File: src/rtl/usw_pkg.sv
package usw_pkg;
  typedef enum logic [1:0] {
    LS_SE0 = 2'b00,
    LS_J   = 2'b01,
    LS_K   = 2'b10,
    LS_SE1 = 2'b11
  } line_state_e;

  localparam int unsigned EV_SUSP  = 0;
  localparam int unsigned EV_RES   = 1;
  localparam int unsigned EV_RWAKE = 2;
  localparam int unsigned N_EV     = 3;

  localparam int unsigned CT_PDOWN = 0;
  localparam int unsigned CT_WDIS  = 1;
  localparam int unsigned CT_WAKE  = 2;
  localparam int unsigned CT_CSEN  = 3;
endpackage

File: src/rtl/usw_sync.sv
module usw_sync #(
  parameter int unsigned W       = 1,
  parameter logic        RST_VAL = 1'b1
) (
  input  logic         clk_i,
  input  logic         rst_ni,
  input  logic [W-1:0] d_i,
  output logic [W-1:0] q_o
);
  logic [W-1:0] s1_q, s2_q;

  always_ff @(posedge clk_i or negedge rst_ni) begin
    if (!rst_ni) begin
      s1_q <= {W{RST_VAL}};
      s2_q <= {W{RST_VAL}};
    end else begin
      s1_q <= d_i;
      s2_q <= s1_q;
    end
  end

  assign q_o = s2_q;
endmodule

File: src/rtl/usw_idle_timer.sv
module usw_idle_timer #(
  parameter int unsigned IDLE_CYCLES = 18000
) (
  input  logic clk_i,
  input  logic rst_ni,
  input  logic idle_i,
  output logic expire_o
);
  localparam int unsigned CW = $clog2(IDLE_CYCLES + 1);
  localparam logic [CW-1:0] LIMIT = CW'(IDLE_CYCLES);

  logic [CW-1:0] cnt_q;

  // saturates at LIMIT so one idle stretch gives one pulse
  always_ff @(posedge clk_i or negedge rst_ni) begin
    if (!rst_ni)            cnt_q <= '0;
    else if (!idle_i)       cnt_q <= '0;
    else if (cnt_q != LIMIT) cnt_q <= cnt_q + 1'b1;
  end

  assign expire_o = idle_i && (cnt_q == LIMIT - 1'b1);

  a_r2_restart: assert property (@(posedge clk_i) disable iff (!rst_ni)
    !idle_i |=> cnt_q == '0);
  a_r2_bounded: assert property (@(posedge clk_i) disable iff (!rst_ni)
    cnt_q <= LIMIT);
  a_r2_single_pulse: assert property (@(posedge clk_i) disable iff (!rst_ni)
    expire_o |=> !expire_o);
endmodule

File: src/rtl/usw_flags.sv
module usw_flags #(
  parameter int unsigned N = 3
) (
  input  logic         clk_i,
  input  logic         rst_ni,
  input  logic [N-1:0] set_i,
  input  logic [N-1:0] clr_i,
  output logic [N-1:0] q_o
);
  for (genvar g = 0; g < N; g++) begin : g_flag
    logic q;
    always_ff @(posedge clk_i or negedge rst_ni) begin
      if (!rst_ni)       q <= 1'b0;
      else if (set_i[g]) q <= 1'b1;
      else if (clr_i[g]) q <= 1'b0;
    end
    assign q_o[g] = q;

    a_r5_clear: assert property (@(posedge clk_i) disable iff (!rst_ni)
      clr_i[g] && !set_i[g] |=> !q_o[g]);
    a_r5_sticky: assert property (@(posedge clk_i) disable iff (!rst_ni)
      q_o[g] && !clr_i[g] |=> q_o[g]);
  end
endmodule

File: src/rtl/usb_susp_wake_ctl.sv
module usb_susp_wake_ctl
  import usw_pkg::*;
#(
  parameter int unsigned IDLE_CYCLES = 18000,
  parameter int unsigned N_SENSE     = 8,
  parameter int unsigned N_PORT      = 4
) (
  input  logic               clk_i,
  input  logic               rst_ni,
  input  logic               reg_we_i,
  input  logic               reg_addr_i,
  input  logic [7:0]         reg_wdata_i,
  output logic [7:0]         reg_rdata_o,
  input  logic [1:0]         line_state_i,
  input  logic [N_SENSE-1:0] sense_i,
  input  logic [N_PORT-1:0]  port_i,
  output logic               clk_stop_o,
  output logic               bus_drive_k_o
);
  localparam int unsigned NW = N_SENSE + N_PORT;

  logic [NW-1:0] wk_raw, wk_sync, wk_prev_q;
  logic [1:0]    line_prev_q;
  logic          bus_toggle, line_idle, idle_expire;
  logic          bus_susp_q;
  logic          key_fall, key_lvl;
  logic          pdown_q, wdis_q, wake_q, csen_q;
  logic          ctrl_we, ev_we;
  logic [N_EV-1:0] ev_set, ev_clr, ev_q;

  assign wk_raw = {port_i, sense_i};

  usw_sync #(.W(NW), .RST_VAL(1'b1)) u_sync (
    .clk_i (clk_i),
    .rst_ni(rst_ni),
    .d_i   (wk_raw),
    .q_o   (wk_sync)
  );

  always_ff @(posedge clk_i or negedge rst_ni) begin
    if (!rst_ni) begin
      wk_prev_q   <= {NW{1'b1}};
      line_prev_q <= LS_J;
    end else begin
      wk_prev_q   <= wk_sync;
      line_prev_q <= line_state_i;
    end
  end

  assign bus_toggle = line_state_i != line_prev_q;
  assign line_idle  = line_state_i == LS_J;
  assign key_fall   = |(wk_prev_q & ~wk_sync);
  // sense lines and port line 0 end power-down by level
  assign key_lvl    = !wdis_q &&
                      ((|(~wk_sync[N_SENSE-1:0])) || !wk_sync[N_SENSE]);

  usw_idle_timer #(.IDLE_CYCLES(IDLE_CYCLES)) u_timer (
    .clk_i   (clk_i),
    .rst_ni  (rst_ni),
    .idle_i  (line_idle),
    .expire_o(idle_expire)
  );

  always_ff @(posedge clk_i or negedge rst_ni) begin
    if (!rst_ni)          bus_susp_q <= 1'b0;
    else if (!line_idle)  bus_susp_q <= 1'b0;
    else if (idle_expire) bus_susp_q <= 1'b1;
  end

  assign ctrl_we = reg_we_i && !reg_addr_i;
  assign ev_we   = reg_we_i &&  reg_addr_i;

  always_ff @(posedge clk_i or negedge rst_ni) begin
    if (!rst_ni) begin
      pdown_q <= 1'b0;
      wdis_q  <= 1'b0;
      wake_q  <= 1'b0;
      csen_q  <= 1'b0;
    end else begin
      if (ctrl_we) begin
        wdis_q <= reg_wdata_i[CT_WDIS];
        wake_q <= reg_wdata_i[CT_WAKE];
        csen_q <= reg_wdata_i[CT_CSEN];
      end
      if (bus_toggle || key_lvl) pdown_q <= 1'b0;
      else if (ctrl_we)          pdown_q <= reg_wdata_i[CT_PDOWN];
    end
  end

  always_comb begin
    ev_set           = '0;
    ev_set[EV_SUSP]  = idle_expire;
    ev_set[EV_RES]   = bus_toggle && bus_susp_q;
    ev_set[EV_RWAKE] = key_fall && !wdis_q;
  end

  assign ev_clr = ev_we ? reg_wdata_i[N_EV-1:0] : '0;

  usw_flags #(.N(N_EV)) u_flags (
    .clk_i (clk_i),
    .rst_ni(rst_ni),
    .set_i (ev_set),
    .clr_i (ev_clr),
    .q_o   (ev_q)
  );

  always_comb begin
    reg_rdata_o = '0;
    if (reg_addr_i) reg_rdata_o[N_EV-1:0] = ev_q;
    else            reg_rdata_o[3:0] = {csen_q, wake_q, wdis_q, pdown_q};
  end

  assign clk_stop_o    = pdown_q && csen_q;
  assign bus_drive_k_o = wake_q && !wdis_q;

  a_r6_pdown_exit: assert property (@(posedge clk_i) disable iff (!rst_ni)
    $fell(pdown_q) |-> $past(bus_toggle || key_lvl ||
                             (ctrl_we && !reg_wdata_i[CT_PDOWN])));
  a_r10_no_wake_when_disabled: assert property (@(posedge clk_i) disable iff (!rst_ni)
    $rose(ev_q[EV_RWAKE]) |-> $past(!wdis_q));
  a_r3_resume_needs_suspend: assert property (@(posedge clk_i) disable iff (!rst_ni)
    $rose(ev_q[EV_RES]) |-> $past(bus_susp_q));
  a_r6_toggle_ends_pdown: assert property (@(posedge clk_i) disable iff (!rst_ni)
    bus_toggle |=> !pdown_q);
  a_r9_drive_blocked: assert property (@(posedge clk_i) disable iff (!rst_ni)
    ctrl_we && reg_wdata_i[CT_WDIS] |=> !bus_drive_k_o);
endmodule

File: config.mk
export PLATFORM = sky130hd
export DESIGN_NAME = usb_susp_wake_ctl
export DESIGN_NICKNAME = d
export VERILOG_FILES = /design/src/rtl/usw_pkg.sv /design/src/rtl/usw_sync.sv /design/src/rtl/usw_idle_timer.sv /design/src/rtl/usw_flags.sv /design/src/rtl/usb_susp_wake_ctl.sv
export SDC_FILE = /design/constraint.sdc
export NUM_CORES = 1
export LEC_CHECK = 0
export ABC_CLOCK_PERIOD_IN_PS = 1800
export BUFFER_PORTS_ARGS = -buffer_cell sky130_fd_sc_hd__buf_4
export CAP_MARGIN = 0
export CORE_ASPECT_RATIO = 1.4
export CORE_MARGIN = 8
export CORE_UTILIZATION = 33
export DETAILED_ROUTE_END_ITERATION = 8
export SYNTH_ARGS = -nofsm -noshare
export SYNTH_HDL_FRONTEND = slang
export SYNTH_SLANG_ARGS = --single-unit
export TNS_END_PERCENT = 10
File: constraint.sdc
create_clock -name clk_i -period 1.8 [get_ports clk_i]
set_input_delay 0.45 -clock clk_i [delete_from_list [all_inputs] [get_ports clk_i]]
set_output_delay 0.45 -clock clk_i [all_outputs]
set_load 0.05 [all_outputs]
Yosys cells after proc, flatten, opt, wreduce, memory -nomap -nowiden
Cells that the tools add are included.
{"block": "classes", "n_reduce_logical": 19, "bitwise": 3, "n_eq_ne": 6, "addsub": 1, "n_mux": 15}
{"op": "$mux 15", "n": 2}
{"op": "$add 15x1->15 const B", "n": 1}
{"op": "$eq 15x15->1 const B", "n": 1}
{"op": "$ne 15x15->1 const B", "n": 1}
{"op": "$and 12x12->12", "n": 1}
{"op": "$not 12->12", "n": 1}
{"op": "$reduce_or 12->1", "n": 1}
{"op": "$mux 1", "n": 11}
{"op": "$logic_and 1x1->1", "n": 8}
{"op": "$not 8->8", "n": 1}
{"op": "$reduce_bool 2->1", "n": 4}
{"op": "$reduce_or 8->1", "n": 1}
{"op": "$mux 3", "n": 2}
{"op": "$ne 2x2->1 const B", "n": 2}
{"op": "$logic_not 1->1", "n": 3}
{"op": "$eq 2x1->1 const B", "n": 1}
{"op": "$logic_or 1x1->1", "n": 2}
{"op": "$ne 2x2->1", "n": 1}
{"block": "totals", "in_bits": 26, "register_bits": 61, "output_inout_bits": 10, "wordCells": 57}

Logic depth before layout (Yosys ltp)
Gate-level depths: netlist (run 1).
{"block": "logic_depth", "ltp_word": 6, "depth_mapped": 5, "depth_no_buf": 5}

By module
From an unflattened synthesis (run 1), not the netlist that was laid out.
{"block": "unflattened", "cells_unflattened": 191, "area_unflattened_um2": 2479.9}
{"mod": "usb_susp_wake_ctl", "cells_each": 65, "area_each_um2": 859.6, "n_inst": 1}
{"mod": "usw_idle_timer", "cells_each": 90, "area_each_um2": 858.3, "n_inst": 1}
{"mod": "usw_sync", "cells_each": 24, "area_each_um2": 630.6, "n_inst": 1}
{"mod": "usw_flags", "cells_each": 12, "area_each_um2": 131.4, "n_inst": 1}

Worst setup path after synthesis (run 1)
No wires, ideal clock.
{"block": "synth_path", "path_kind": "input -> output", "startpoint": "input port reg_addr_i", "endpoint": "output port reg_rdata_o[3]", "stages": 2, "path_buffers": 1, "path_slack_ns": 0.016, "arrival_time_ns": 1.334, "path_cell_list": "clkbuf_1 nor2b_1"}
{"block": "synth_between", "elab_chain_len": 1}
{"element": "start, declared", "line_no": "usb_susp_wake_ctl.sv:11", "source": "input logic reg_addr_i,"}
{"element": "$mux 1", "line_no": "usb_susp_wake_ctl.sv:109", "source": "if (reg_addr_i) reg_rdata_o[N_EV-1:0] = ev_q;"}
{"element": "end, declared", "line_no": "usb_susp_wake_ctl.sv:13", "source": "output logic [7:0] reg_rdata_o,"}
No other way between the ends.

Worst setup path in the final report (run 1)
{"block": "layout_path", "startpoint": "register u_timer.cnt_q[1]", "endpoint": "register u_timer.cnt_q[0]"}
{"block": "layout_between", "elab_chain_len": 2}
{"element": "start, declared", "line_no": "usw_idle_timer.sv:12", "source": "logic [CW-1:0] cnt_q;"}
{"element": "start signal, assigned", "line_no": "usw_idle_timer.sv:18", "source": "else if (cnt_q != LIMIT) cnt_q <= cnt_q + 1'b1;"}
{"element": "$ne 15x15->1", "line_no": "usw_idle_timer.sv:18"}
{"element": "$ne 2x2->1 (no line)"}
No other way between the ends.
A chain may end at the register's enable or synchronous reset.

==> results by group, run 1 <==
Pwr
  – Pwr/cell area: approximately 970 mW/mm²
  – Pleak: about 1.2 nW
  – VDD IR max: about 430 µV

Floorplan
  – Die Ht: between 100 and 150 µm
  – Die Wd: approximately 88 µm
  – Die ar.: just over 0.01 mm²
  – Core area: 0.00722 mm²
  – Core Rows: 37
  – Initial Util: 0.334
  – Top Ports: 36

Clocking
  – CTS tree: built
  – H-tree depth: 3
  – CTS sink cnt: 61
  – TritonCTS buffer count: 9
  – Worst-Skew Late Latency: roughly 330 ps
  – Clk root buf: clkbuf_8
  – Clock-pin slew on the worst setup and hold paths: about 70 ps
  – CTS max path bufs: 2
  – Post-CTS setup buffer count: 0

Worst setup path
  – R2R Path Start: u_timer.cnt_q[1]$_DFFE_PN0P_
  – Req. time, crit path: 2050 ps
  – Type of element capturing the critical path: register
  – Critical path class: register to register
  – Crit path DAT: about 2000 ps
  – Crit start category: register
  – Critical-path maximum fanout: 3
  – Worst setup path startpoint: u_timer.cnt_q[1]$_DFFE_PN0P_

Timing
  – F_max: between 500 and 600 MHz
  – Worst Tran Pin Value: slightly below 500 ps
  – Post-route minimum period: ~1700 ps
  – RSZ-0062 raised after global routing: yes
  – Slew margin rel.: 0.672
  – Max Slew Vio Count: 0
  – Setup_tns: 0 ps
  – Final hold vios: 0
  – Final period utilization: 0.960
  – Worst Clk Skew: roughly 8.1 ps
  – Final setup violating endpoints: 0

Synth
  – Synth Area in Adders: 0.0104
  – Count of cell types in the netlist: 39
  – Sequential fraction of the synthesis area: 0.652
  – Synth Flop Type: dfstp_2
  – #FFs+latches synth: 61
  – Simple-gate share of the synthesized area: 0.167
  – Mapped Area: 0.00241 mm²
  – Compound-Gate Fraction of Synth Area: 0.0711
  – Synth top area cells: dfstp_2 40%, dfrtp_1 25%, nor2b_1 3.4%, mux2_2 2.8%, mux2i_1 2.5%
  – Synth Instances: 188
  – Mux contribution to synthesized area: 0.0529
  – Ys async rst share: 1.00
  – Top-count cell post-synth: dfstp_2
  – Yosys warns: 0
  – Largest family of logic cells by synthesized area: simple AND/OR/NAND/NOR gates
  – Post-Synth XOR/XNOR Area: 0.0109
  – Post-synth EDFFs: 0
  – Post-synth top cells: 37 x dfstp_2, 24 x dfrtp_1, 16 x nand2_1
  – Post-synth top area cell: dfstp_2
  – Post-Syn Area per Cell: 12.8 µm²
  – Top cell type's share of synthesized area: 0.403

Cells and area
  – N_diodes: 0
  – Layout fillers: a little over 700
  – Final core area utilization: 0.415
  – Area grow syn2layout: 24.2%
  – Layout net count: between 200 and 300
  – Final instance area: roughly 0.003 mm²
  – Share of cells above drive strength 1: 0.444

Drt
  – Routed Antenna Nets: 0
  – DRC violations left: 0
  – Via count: 1529
  – Average wire per standard cell: roughly 13 µm
  – DR pass1 iterations: 4
  – Routed vias/inst: roughly 4.6
  – Initial drt markers: 64
  – Final WL: 4.33 mm

Global routing
  – Met2 Track Usage GR: 0.144
  – Initial antenna violation count: 0
  – First-pass GRT wire length: 7.40 mm
  – Routing usage on met3: 0.0266
  – Met1 Track Usage GR: 0.110
  – Largest net degree at the start of global routing: 36
  – Gr busiest metal: met2
  – Total Routing Usage GR: 0.0956
  – Number of global-route vias before repair: roughly 1600
  – Gr ovfl total: 0

Hold path
  – Hold Crit Class: primary input to asynchronous set/reset pin

Flow run
  – Max Cap Violations: 0

Placement
  – Dpl cell area: about 0.0028 mm²
  – Post-DP HPWL: roughly 3.1 mm
  – Port bufs: 27
  – Placer Congestion: 0.765

Status
  – Status: finished clean
-- stage by stage --
| step | setup slack [ps] | power (mW) | hold slack [ps] | instances |
|---|---|---|---|---|
| global route | -13.3 | 3.03 | 93.6 | 331 |
| finish | 71.7 | 2.89 | 72.0 | 331 |
| CTS | 2.17 | 2.95 | 65.7 | 331 |
| global placement | 66.4 | 1.75 | 346 | 315 |
| floorplan | 16.4 | 1.64 | 154 | 191 |
| detailed placement | 19.2 | 1.75 | 347 | 315 |
-- worst paths after layout --
| path | endpoint | slack, ps | depth (start not counted) |
|---|---|---|---|
| min reg2reg | u_sync.q_o[3]$_DFF_PN1_ | 360 | 0 |
| max | u_timer.cnt_q[0]$_DFFE_PN0P_ | 70 | 5 |
| min in group clk_i | u_sync.s1_q[9]$_DFF_PN1_ | 220 | 1 |
| max in group asynchronous | wk_prev_q[5]$_DFF_PN1_ | 1160 | 2 |
| min | bus_susp_q$_DFFE_PN0P_ | 70 | 1 |
| max reg2reg | u_timer.cnt_q[0]$_DFFE_PN0P_ | 70 | 5 |
-- worst max-delay path: stages, from the launching register on --
cell     delay [ps]
dfrtp_1         390
inv_2            80
ha_4            120
or4bb_4         460
nor4_4          360
mux2i_1         240
-- layer usage --
metal | share of wire | routed length (µm) | up-vias
met2 | 0.49 | 2110 | 29
met4 | 0.031 | 133 | 0
met5 | 0 | 0 | -
met3 | 0.050 | 218 | 9
met1 | 0.43 | 1860 | 754
li1 | - | - | 737
-- layout by cell type, fill, tap and decap left out, types with 3 or more instances in the layout --
| cell type | n |
|---|---|
| dfstp_2 | 37 |
| buf_4 | 34 |
| dfrtp_1 | 24 |
| nand2_1 | 16 |
| nor2b_1 | 13 |
| clkbuf_8 | 10 |
| nand3_1 | 8 |
| a21oi_1 | 8 |
| inv_1 | 8 |
| mux2_2 | 6 |
| mux2i_1 | 6 |
| o31ai_1 | 5 |
| or4_1 | 5 |
| nand2b_1 | 4 |
| conb_1 | 4 |
| or3_1 | 3 |
| nand4_1 | 3 |
| nor4_1 | 3 |
| a2111oi_0 | 3 |
-- logic make-up (layout without fill, tap and decap cells) --
kind of cell | count (synthesis) | in the layout
adder cells (fa/ha/maj) | 2 | 2
AND/OR/NAND/NOR | 66 | 66
multiplexers | 12 | 12
flip-flops | 61 | 61
buffers and inverters | 18 | 61
other | 1 | 4
AO/OA/AOI/OAI | 25 | 25
XOR/XNOR | 3 | 3
-- cell type report --
type	count	area, µm²	share of cell area
multi-input cells	112	787	0.263
clock inverters	5	38.8	0.0129
flip-flops and latches	61	1570	0.525
well taps	97	121	0.0405
inverters	10	37.5	0.0125
repair buffers	35	275	0.0919
clock buffers	11	163	0.0543
-- registers in the layout, indices dropped and copies added, names as in the netlist, 2 cells and up --
signal and flops:
line_prev_q 2, u_flags.g_flag.q 3, u_sync.q_o 12, u_sync.s1_q 12
u_timer.cnt_q 15, wk_prev_q 12
-- repair_timing --
item	4_1_cts	5_1_grt
endpoints found under the setup margin	0	3
gates resized for setup	0	6
hold buffers	0	0
-- power breakdown --
group	internal [mW]	total (mW)	switching (mW)	leakage (nW)
logic	0.0951	0.237	0.142	0.382
clock network	0.630	1.16	0.535	0.101
registers	1.46	1.49	0.0289	0.710
Power figures use the tool's default switching activity.
==> run 2: changes to the inputs <==
--- a/config.mk
+++ b/config.mk
@@ -5,6 +5,7 @@
 export SDC_FILE = /design/constraint.sdc
 export NUM_CORES = 1
 export LEC_CHECK = 0
+export ABC_AREA = 1
 export ABC_CLOCK_PERIOD_IN_PS = 1800
 export BUFFER_PORTS_ARGS = -buffer_cell sky130_fd_sc_hd__buf_4
 export CAP_MARGIN = 0
==> results by group, run 2 <==
Status
  – Status: finished clean (unchanged)

Worst setup path
  – Worst setup path startpoint: wdis_q$_DFFE_PN0P_ (was u_timer.cnt_q[1]$_DFFE_PN0P_)
  – Worst R2R Setup Slack: 490 ps (was 70 ps)
  – Register-to-Register Path Depth: 7 (was 5)
  – Critical path class: register to output pin (was register to register)
  – Type of element capturing the critical path: output pin (was register)
  – Crit path DAT: 1120 ps (was 1980 ps)
  – Req. time, crit path: 1350 ps (was 2050 ps)
  – Crit start category: register (unchanged)
  – R2R Path Start: u_timer.cnt_q[0]$_DFFE_PN0P_ (was u_timer.cnt_q[1]$_DFFE_PN0P_)
  – Worst Setup EP: reg_rdata_o[1] (was u_timer.cnt_q[0]$_DFFE_PN0P_)
  – Reg-to-reg endpoint: u_timer.cnt_q[14]$_DFFE_PN0P_ (was u_timer.cnt_q[0]$_DFFE_PN0P_)
  – Critical-path maximum fanout: 3 (unchanged)

Placement
  – Port bufs: 27 (unchanged)
  – Placer Congestion: 0.773 (was 0.765)
  – Placed Cells: 380 (was 315)
  – Placement Setup Slack: 354 ps (was 19.2 ps)
  – Post-DP HPWL: 3.06 mm (was 3.07 mm)

Global routing
  – Gr ovfl total: 0 (unchanged)
  – First-pass GRT wire length: 7.33 mm (was 7.40 mm)
  – Total Routing Usage GR: 0.0927 (was 0.0956)
  – Largest net degree at the start of global routing: 42 (was 36)
  – Initial antenna violation count: 0 (unchanged)
  – Number of global-route vias before repair: 1620 (was 1630)

Drt
  – Average wire per standard cell: 10.9 µm (was 13.1 µm)
  – Via count: 1682 (was 1529)
  – DR pass1 iterations: 4 (unchanged)
  – Routed Antenna Nets: 0 (unchanged)
  – Initial drt markers: 57 (was 64)
  – Routed vias/inst: 4.25 (was 4.62)
  – Final WL: 4.30 mm (was 4.33 mm)
  – DRC violations left: 0 (unchanged)

Floorplan
  – Core Rows: 37 (unchanged)
  – Top Ports: 36 (unchanged)
  – Die Wd: 89.3 µm (was 88.3 µm)
  – Die ar.: 0.0106 mm² (was 0.0103 mm²)
  – Initial Util: 0.339 (was 0.334)
  – Die Ht: 119 µm (was 117 µm)
  – Core area: 0.00731 mm² (was 0.00722 mm²)

Timing
  – Max Slew Vio Count: 0 (unchanged)
  – Post-route minimum period: 1570 ps (was 1730 ps)
  – Worst hold slack: 215 ps (was 72.0 ps)
  – Final period utilization: 0.873 (was 0.960)
  – Final hold vios: 0 (unchanged)
  – Final setup violating endpoints: 0 (unchanged)
  – Setup ws final: 228 ps (was 71.7 ps)
  – RSZ-0062 raised after global routing: no (was yes)
  – F_max: 636 MHz (was 579 MHz)
  – Worst Clk Skew: 9.60 ps (was 8.06 ps)

Synth
  – #FFs+latches synth: 61 (unchanged)
  – Post-Syn Area per Cell: 9.62 µm² (was 12.8 µm²)
  – Synth Instances: 258 (was 188)
  – Count of cell types in the netlist: 22 (was 39)
  – Ys async rst share: 1.00 (unchanged)
  – Post-synth EDFFs: 0 (unchanged)
  – Mapped Area: 0.00248 mm² (was 0.00241 mm²)
  – Top cell type's share of synthesized area: 0.392 (was 0.403)
  – Synth top area cells: dfstp_2 39%, dfrtp_1 24%, nand2_1 9.7%, inv_1 5.4%, nor2_1 4.7% (was dfstp_2 40%, dfrtp_1 25%, nor2b_1 3.4%, mux2_2 2.8%, mux2i_1 2.5%)
  – Sequential fraction of the synthesis area: 0.634 (was 0.652)
  – Synth Flop Type: dfstp_2 (unchanged)
  – Yosys warns: 0 (unchanged)
  – Post-synth top area cell: dfstp_2 (unchanged)
  – Top-count cell post-synth: nand2_1 (was dfstp_2)
  – Post-synth top cells: 64 x nand2_1, 37 x dfstp_2, 36 x inv_1 (was 37 x dfstp_2, 24 x dfrtp_1, 16 x nand2_1)

Clocking
  – CTS max path bufs: 2 (unchanged)
  – CTS sink cnt: 61 (unchanged)
  – Clock-pin slew on the worst setup and hold paths: 70 ps (about the same)
  – TritonCTS buffer count: 9 (unchanged)
  – Worst-Skew Late Latency: 340 ps (was 330 ps)
  – Post-CTS setup buffer count: 0 (unchanged)
  – CTS tree: built (unchanged)
  – Clk root buf: clkbuf_8 (unchanged)
  – H-tree depth: 3 (unchanged)

Pwr
  – Pwr/cell area: 943 mW/mm² (was 966 mW/mm²)
  – Pleak: 1.41 nW (was 1.19 nW)
  – VDD IR max: 424 µV (was 427 µV)
  – Final Total Pwr: 2.82 mW (was 2.89 mW)

Cells and area
  – N_diodes: 0 (unchanged)
  – Most common cell after layout, fill and taps aside: nand2_1 (was dfstp_2)
  – Commonest non-fill, non-tap cells in the layout: 64 x nand2_1, 37 x dfstp_2, 36 x inv_1 (was 37 x dfstp_2, 34 x buf_4, 24 x dfrtp_1)
  – Layout fillers: 756 (was 722)
  – Number of flip-flops in the largest register: 15 (unchanged)
  – Area grow syn2layout: 20.5% (was 24.2%)
  – Layout net count: 323 (was 257)
  – Biggest register: u_timer.cnt_q (unchanged)
  – Share of cells above drive strength 1: 0.308 (was 0.444)
  – Finished Layout Cells: 396 (was 331)

Flow run
  – Max Cap Violations: 0 (unchanged)

Hold path
  – Hold Crit Class: primary input to register (was primary input to asynchronous set/reset pin)
run 2: cell types whose count changed after synthesis, sizes merged, moves of 5 or more:
cell	previous run	this run
mux2	6	0
nand3	8	13
nor2b	13	0
o21ai	3	13
nand2	16	66
nor2	1	38
o31ai	5	0
or4	7	0
inv	10	37
mux2i	6	0
run 2: cell type report:
class,count,area [µm²],area share
inverters,37,139,0.0464
clock buffers,12,166,0.0556
well taps,97,121,0.0406
repair buffers,29,233,0.0778
clock inverters,3,18.8,0.00627
flip-flops and latches,61,1570,0.526
multi-input cells,157,741,0.248
run 2: metal layers:
metal | routed length (µm) | global-route usage | up-vias
met5 | 0 | 0 | -
met4 | 132 | 0.0690 | 0
met3 | 243 | 0.0326 | 7
met2 | 2050 | 0.141 | 33
met1 | 1870 | 0.103 | 786
li1 | - | - | 856
run 2: timing repair:
action / CTS / global route
hold buffers: 1 / 0
hold endpoints to repair: 2 / 0
gates resized for setup: 0 / 0
run 2: kinds of logic after synthesis:
| family | after synthesis | synth area share |
|---|---|---|
| AND/OR/NAND/NOR | 125 | 0.222 |
| flip-flops | 61 | 0.634 |
| buffers and inverters | 43 | 0.0726 |
| AO/OA/AOI/OAI | 21 | 0.0423 |
| XOR/XNOR | 5 | 0.0176 |
| adder cells (fa/ha/maj) | 2 | 0.0101 |
| other | 1 | 0.00151 |
run 2: worst min path at each step:
stage / startpoint / end / slack [ps] / depth (start not counted)
3_5_place_dp: rst_ni / wake_q$_DFFE_PN0P_ / 350 / 1
4_1_cts: port_i[2] / u_sync.s1_q[10]$_DFF_PN1_ / 190 / 1
6_report: port_i[1] / u_sync.s1_q[9]$_DFF_PN1_ / 210 / 1
2_1_floorplan: rst_ni / bus_susp_q$_DFFE_PN0P_ / 150 / 0
5_1_grt: port_i[1] / u_sync.s1_q[9]$_DFF_PN1_ / 190 / 1
3_3_place_gp: rst_ni / wake_q$_DFFE_PN0P_ / 350 / 1
run 2: worst max-delay path, stage by stage, from the launching register on:
cell	delay [ps]
dfrtp_1	370
inv_1	80
o21ai_1	120
buf_4	220
run 2: stage by stage:
stage | TNS [ps] | cell area [µm²] | utilization
3_5_place_dp | 0 | 2800 | 0.382
4_1_cts | 0 | 2990 | 0.409
5_1_grt | 0 | 2990 | 0.409
3_3_place_gp | 0 | 2800 | 0.382
6_report | 0 | 2990 | 0.409
2_1_floorplan | -58.0 | 2490 | -
run 2: where the power goes:
group,internal (mW),leakage (nW),total [mW],switching [mW]
Clock,0.611,0.0973,1.11,0.501
Combinational,0.0775,0.604,0.223,0.146
Sequential,1.46,0.708,1.49,0.0256
Total,2.15,1.41,2.82,0.672
==> run 3: changes to the inputs <==
--- a/config.mk
+++ b/config.mk
@@ -5,12 +5,12 @@
 export SDC_FILE = /design/constraint.sdc
 export NUM_CORES = 1
 export LEC_CHECK = 0
-export ABC_AREA = 1
-export ABC_CLOCK_PERIOD_IN_PS = 1800
+export ABC_AREA = 0
+export ABC_CLOCK_PERIOD_IN_PS = 1900
 export BUFFER_PORTS_ARGS = -buffer_cell sky130_fd_sc_hd__buf_4
 export CAP_MARGIN = 0
 export CORE_ASPECT_RATIO = 1.4
-export CORE_MARGIN = 8
+export CORE_MARGIN = 2
 export CORE_UTILIZATION = 33
 export DETAILED_ROUTE_END_ITERATION = 8
 export SYNTH_ARGS = -nofsm -noshare
==> constraint.sdc (replaced) <==
create_clock -name clk_i -period 1.9 [get_ports clk_i]
set_input_delay 0.475 -clock clk_i [delete_from_list [all_inputs] [get_ports clk_i]]
set_output_delay 0.475 -clock clk_i [all_outputs]
set_load 0.05 [all_outputs]
==> results by group, run 3 (synthesis results as in run 1) <==
Drt
  – Average wire per standard cell: 12.4 µm (was 10.9 µm)
  – Via count: 1512 (was 1682)
  – DRC violations left: 0 (unchanged)
  – DR pass1 iterations: 4 (unchanged)
  – Final WL: 4.03 mm (was 4.30 mm)
  – Routed vias/inst: 4.65 (was 4.25)
  – Routed Antenna Nets: 0 (unchanged)
  – Initial drt markers: 42 (was 57)

Floorplan
  – Core area: 0.00703 mm² (was 0.00731 mm²)
  – Top Ports: 36 (unchanged)
  – Die Ht: 105 µm (was 119 µm)
  – Core Rows: 36 (was 37)
  – Die ar.: 0.00802 mm² (was 0.0106 mm²)
  – Die Wd: 76.3 µm (was 89.3 µm)
  – Initial Util: 0.343 (was 0.339)

Worst setup path
  – Req. time, crit path: 2150 ps (was 1350 ps)
  – Critical path class: register to register (was register to output pin)
  – Critical-path maximum fanout: 5 (was 3)
  – Type of element capturing the critical path: register (was output pin)
  – CP max-delay cell: or4bb_1 (was dfrtp_1)
  – Crit-path cells: inv_1 > ha_1 > or4bb_1 > nor4_4 > mux2i_1 (was inv_1 > o21ai_1 > buf_4)
  – Critical Path Max Stage Delay: 520 ps (was 370 ps)
  – Crit path DAT: 2050 ps (was 1120 ps)
  – Crit start category: register (unchanged)

Clocking
  – CTS max path bufs: 2 (unchanged)
  – Clock-pin slew on the worst setup and hold paths: 70 ps (about the same)
  – Post-CTS setup buffer count: 0 (unchanged)
  – CTS tree: built (unchanged)
  – Hold_buf cts: 0 (was 1)
  – Clk root buf: clkbuf_8 (unchanged)
  – TritonCTS buffer count: 9 (unchanged)
  – CTS sink cnt: 61 (unchanged)
  – Worst-Skew Late Latency: 330 ps (was 340 ps)
  – H-tree depth: 3 (unchanged)
  – CTS resizes: 0 (unchanged)

Timing
  – Final period utilization: 0.947
  – Worst Clk Skew: 6.59 ps (was 9.60 ps)
  – RSZ-0062 raised after global routing: no (unchanged)
  – Slew margin rel.: 0.639
  – Final setup violating endpoints: 0 (unchanged)
  – Final hold vios: 0 (unchanged)
  – Post-route minimum period: around 1800 ps
  – Max Slew Vio Count: 0 (unchanged)
  – Setup_tns: 0 ps (unchanged)
  – Worst Tran Pin Value: around 530 ps
  – F_max: 556 MHz

Placement
  – Placer Congestion: 0.723 (was 0.773)
  – Post-DP HPWL: 2.82 mm (was 3.06 mm)
  – Port bufs: 27 (unchanged)

Cells and area
  – Most common cell after layout, fill and taps aside: dfstp_2 (was nand2_1)
  – Layout fillers: 712 (was 756)
  – Share of cells above drive strength 1: 0.409 (was 0.308)
  – Area grow syn2layout: 22.0% (was 20.5%)
  – Biggest register: u_timer.cnt_q (unchanged)
  – Final core area utilization: 0.419 (was 0.409)
  – N_diodes: 0 (unchanged)
  – Number of flip-flops in the largest register: 15 (unchanged)
  – Layout net count: 254 (was 323)
  – Commonest non-fill, non-tap cells in the layout: 37 x dfstp_2, 31 x buf_4, 24 x dfrtp_1 (was 64 x nand2_1, 37 x dfstp_2, 36 x inv_1)

Global routing
  – Total Routing Usage GR: 0.113 (was 0.0927)
  – First-pass GRT wire length: 7.09 mm (was 7.33 mm)
  – Initial antenna violation count: 0 (unchanged)
  – Largest net degree at the start of global routing: 36 (was 42)
  – Number of global-route vias before repair: 1556 (was 1620)
  – Gr ovfl total: 0 (unchanged)

Hold path
  – Hold Crit Class: primary input to asynchronous set/reset pin (was primary input to register)

Status
  – Status: finished clean (unchanged)

Pwr
  – Pwr/cell area: 922 mW/mm² (was 943 mW/mm²)
  – VDD IR max: 426 µV (was 424 µV)
  – Pleak: 1.17 nW (was 1.41 nW)

Flow run
  – Max Cap Violations: 0 (unchanged)
## run 3: layer usage
| layer | part of all wire | GRT usage | vias up |
|---|---|---|---|
| li1 | - | - | 729 |
| met1 | 0.43 | 0.124 | 742 |
| met2 | 0.50 | 0.185 | 32 |
| met3 | 0.047 | 0.0380 | 9 |
| met4 | 0.027 | 0.0740 | 0 |
| met5 | 0 | 0 | - |
## run 3: path summary, 6_finish.rpt
kind	end	slack [ps]	from	depth (start not counted)
min	u_flags.g_flag[2].q$_DFFE_PN0P_	50	rst_ni	1
min reg2reg	u_sync.q_o[1]$_DFF_PN1_	350	u_sync.s1_q[1]$_DFF_PN1_	0
max in group asynchronous	u_sync.q_o[3]$_DFF_PN1_	1290	rst_ni	2
min in group clk_i	u_sync.s1_q[11]$_DFF_PN1_	250	port_i[3]	1
max reg2reg	u_timer.cnt_q[1]$_DFFE_PN0P_	100	u_timer.cnt_q[1]$_DFFE_PN0P_	5
max	u_timer.cnt_q[1]$_DFFE_PN0P_	100	u_timer.cnt_q[1]$_DFFE_PN0P_	5
## run 3: per-stage QoR
stage	hold WS [ps]	setup slack [ps]	instances	total power [mW]	area [µm²]
4_1_cts	43.1	81.3	325	2.77	2940
3_5_place_dp	347	94.4	310	1.66	2750
2_1_floorplan	179	66.4	191	1.55	2420
5_1_grt	60.9	11.0	325	2.85	2940
6_report	52.4	101	325	2.72	2940
3_3_place_gp	346	139	310	1.66	2750
## run 3: area by class of cell
class / count / area [µm²] / area share
flip-flops and latches: 61 / 1570 / 0.534
multi-input cells: 112 / 768 / 0.261
repair buffers: 32 / 253 / 0.0858
clock buffers: 13 / 180 / 0.0612
well taps: 95 / 119 / 0.0404
inverters: 10 / 37.5 / 0.0127
clock inverters: 2 / 13.8 / 0.00467
## run 3: where the power goes
| group | internal (mW) | switching (mW) | leakage (nW) |
|---|---|---|---|
| combinational | 0.0876 | 0.132 | 0.367 |
| clock | 0.618 | 0.466 | 0.0972 |
| sequential | 1.39 | 0.0272 | 0.710 |
| total | 2.09 | 0.625 | 1.17 |
## run 3: critical path, delay by kind of cell (launching register included)
| family | cells | cell delay [ps] |
|---|---|---|
| buffers and inverters | 1 | 70 |
| multiplexers | 1 | 230 |
| AND/OR/NAND/NOR | 2 | 860 |
| adder cells (fa/ha/maj) | 1 | 130 |
| flip-flops | 1 | 420 |
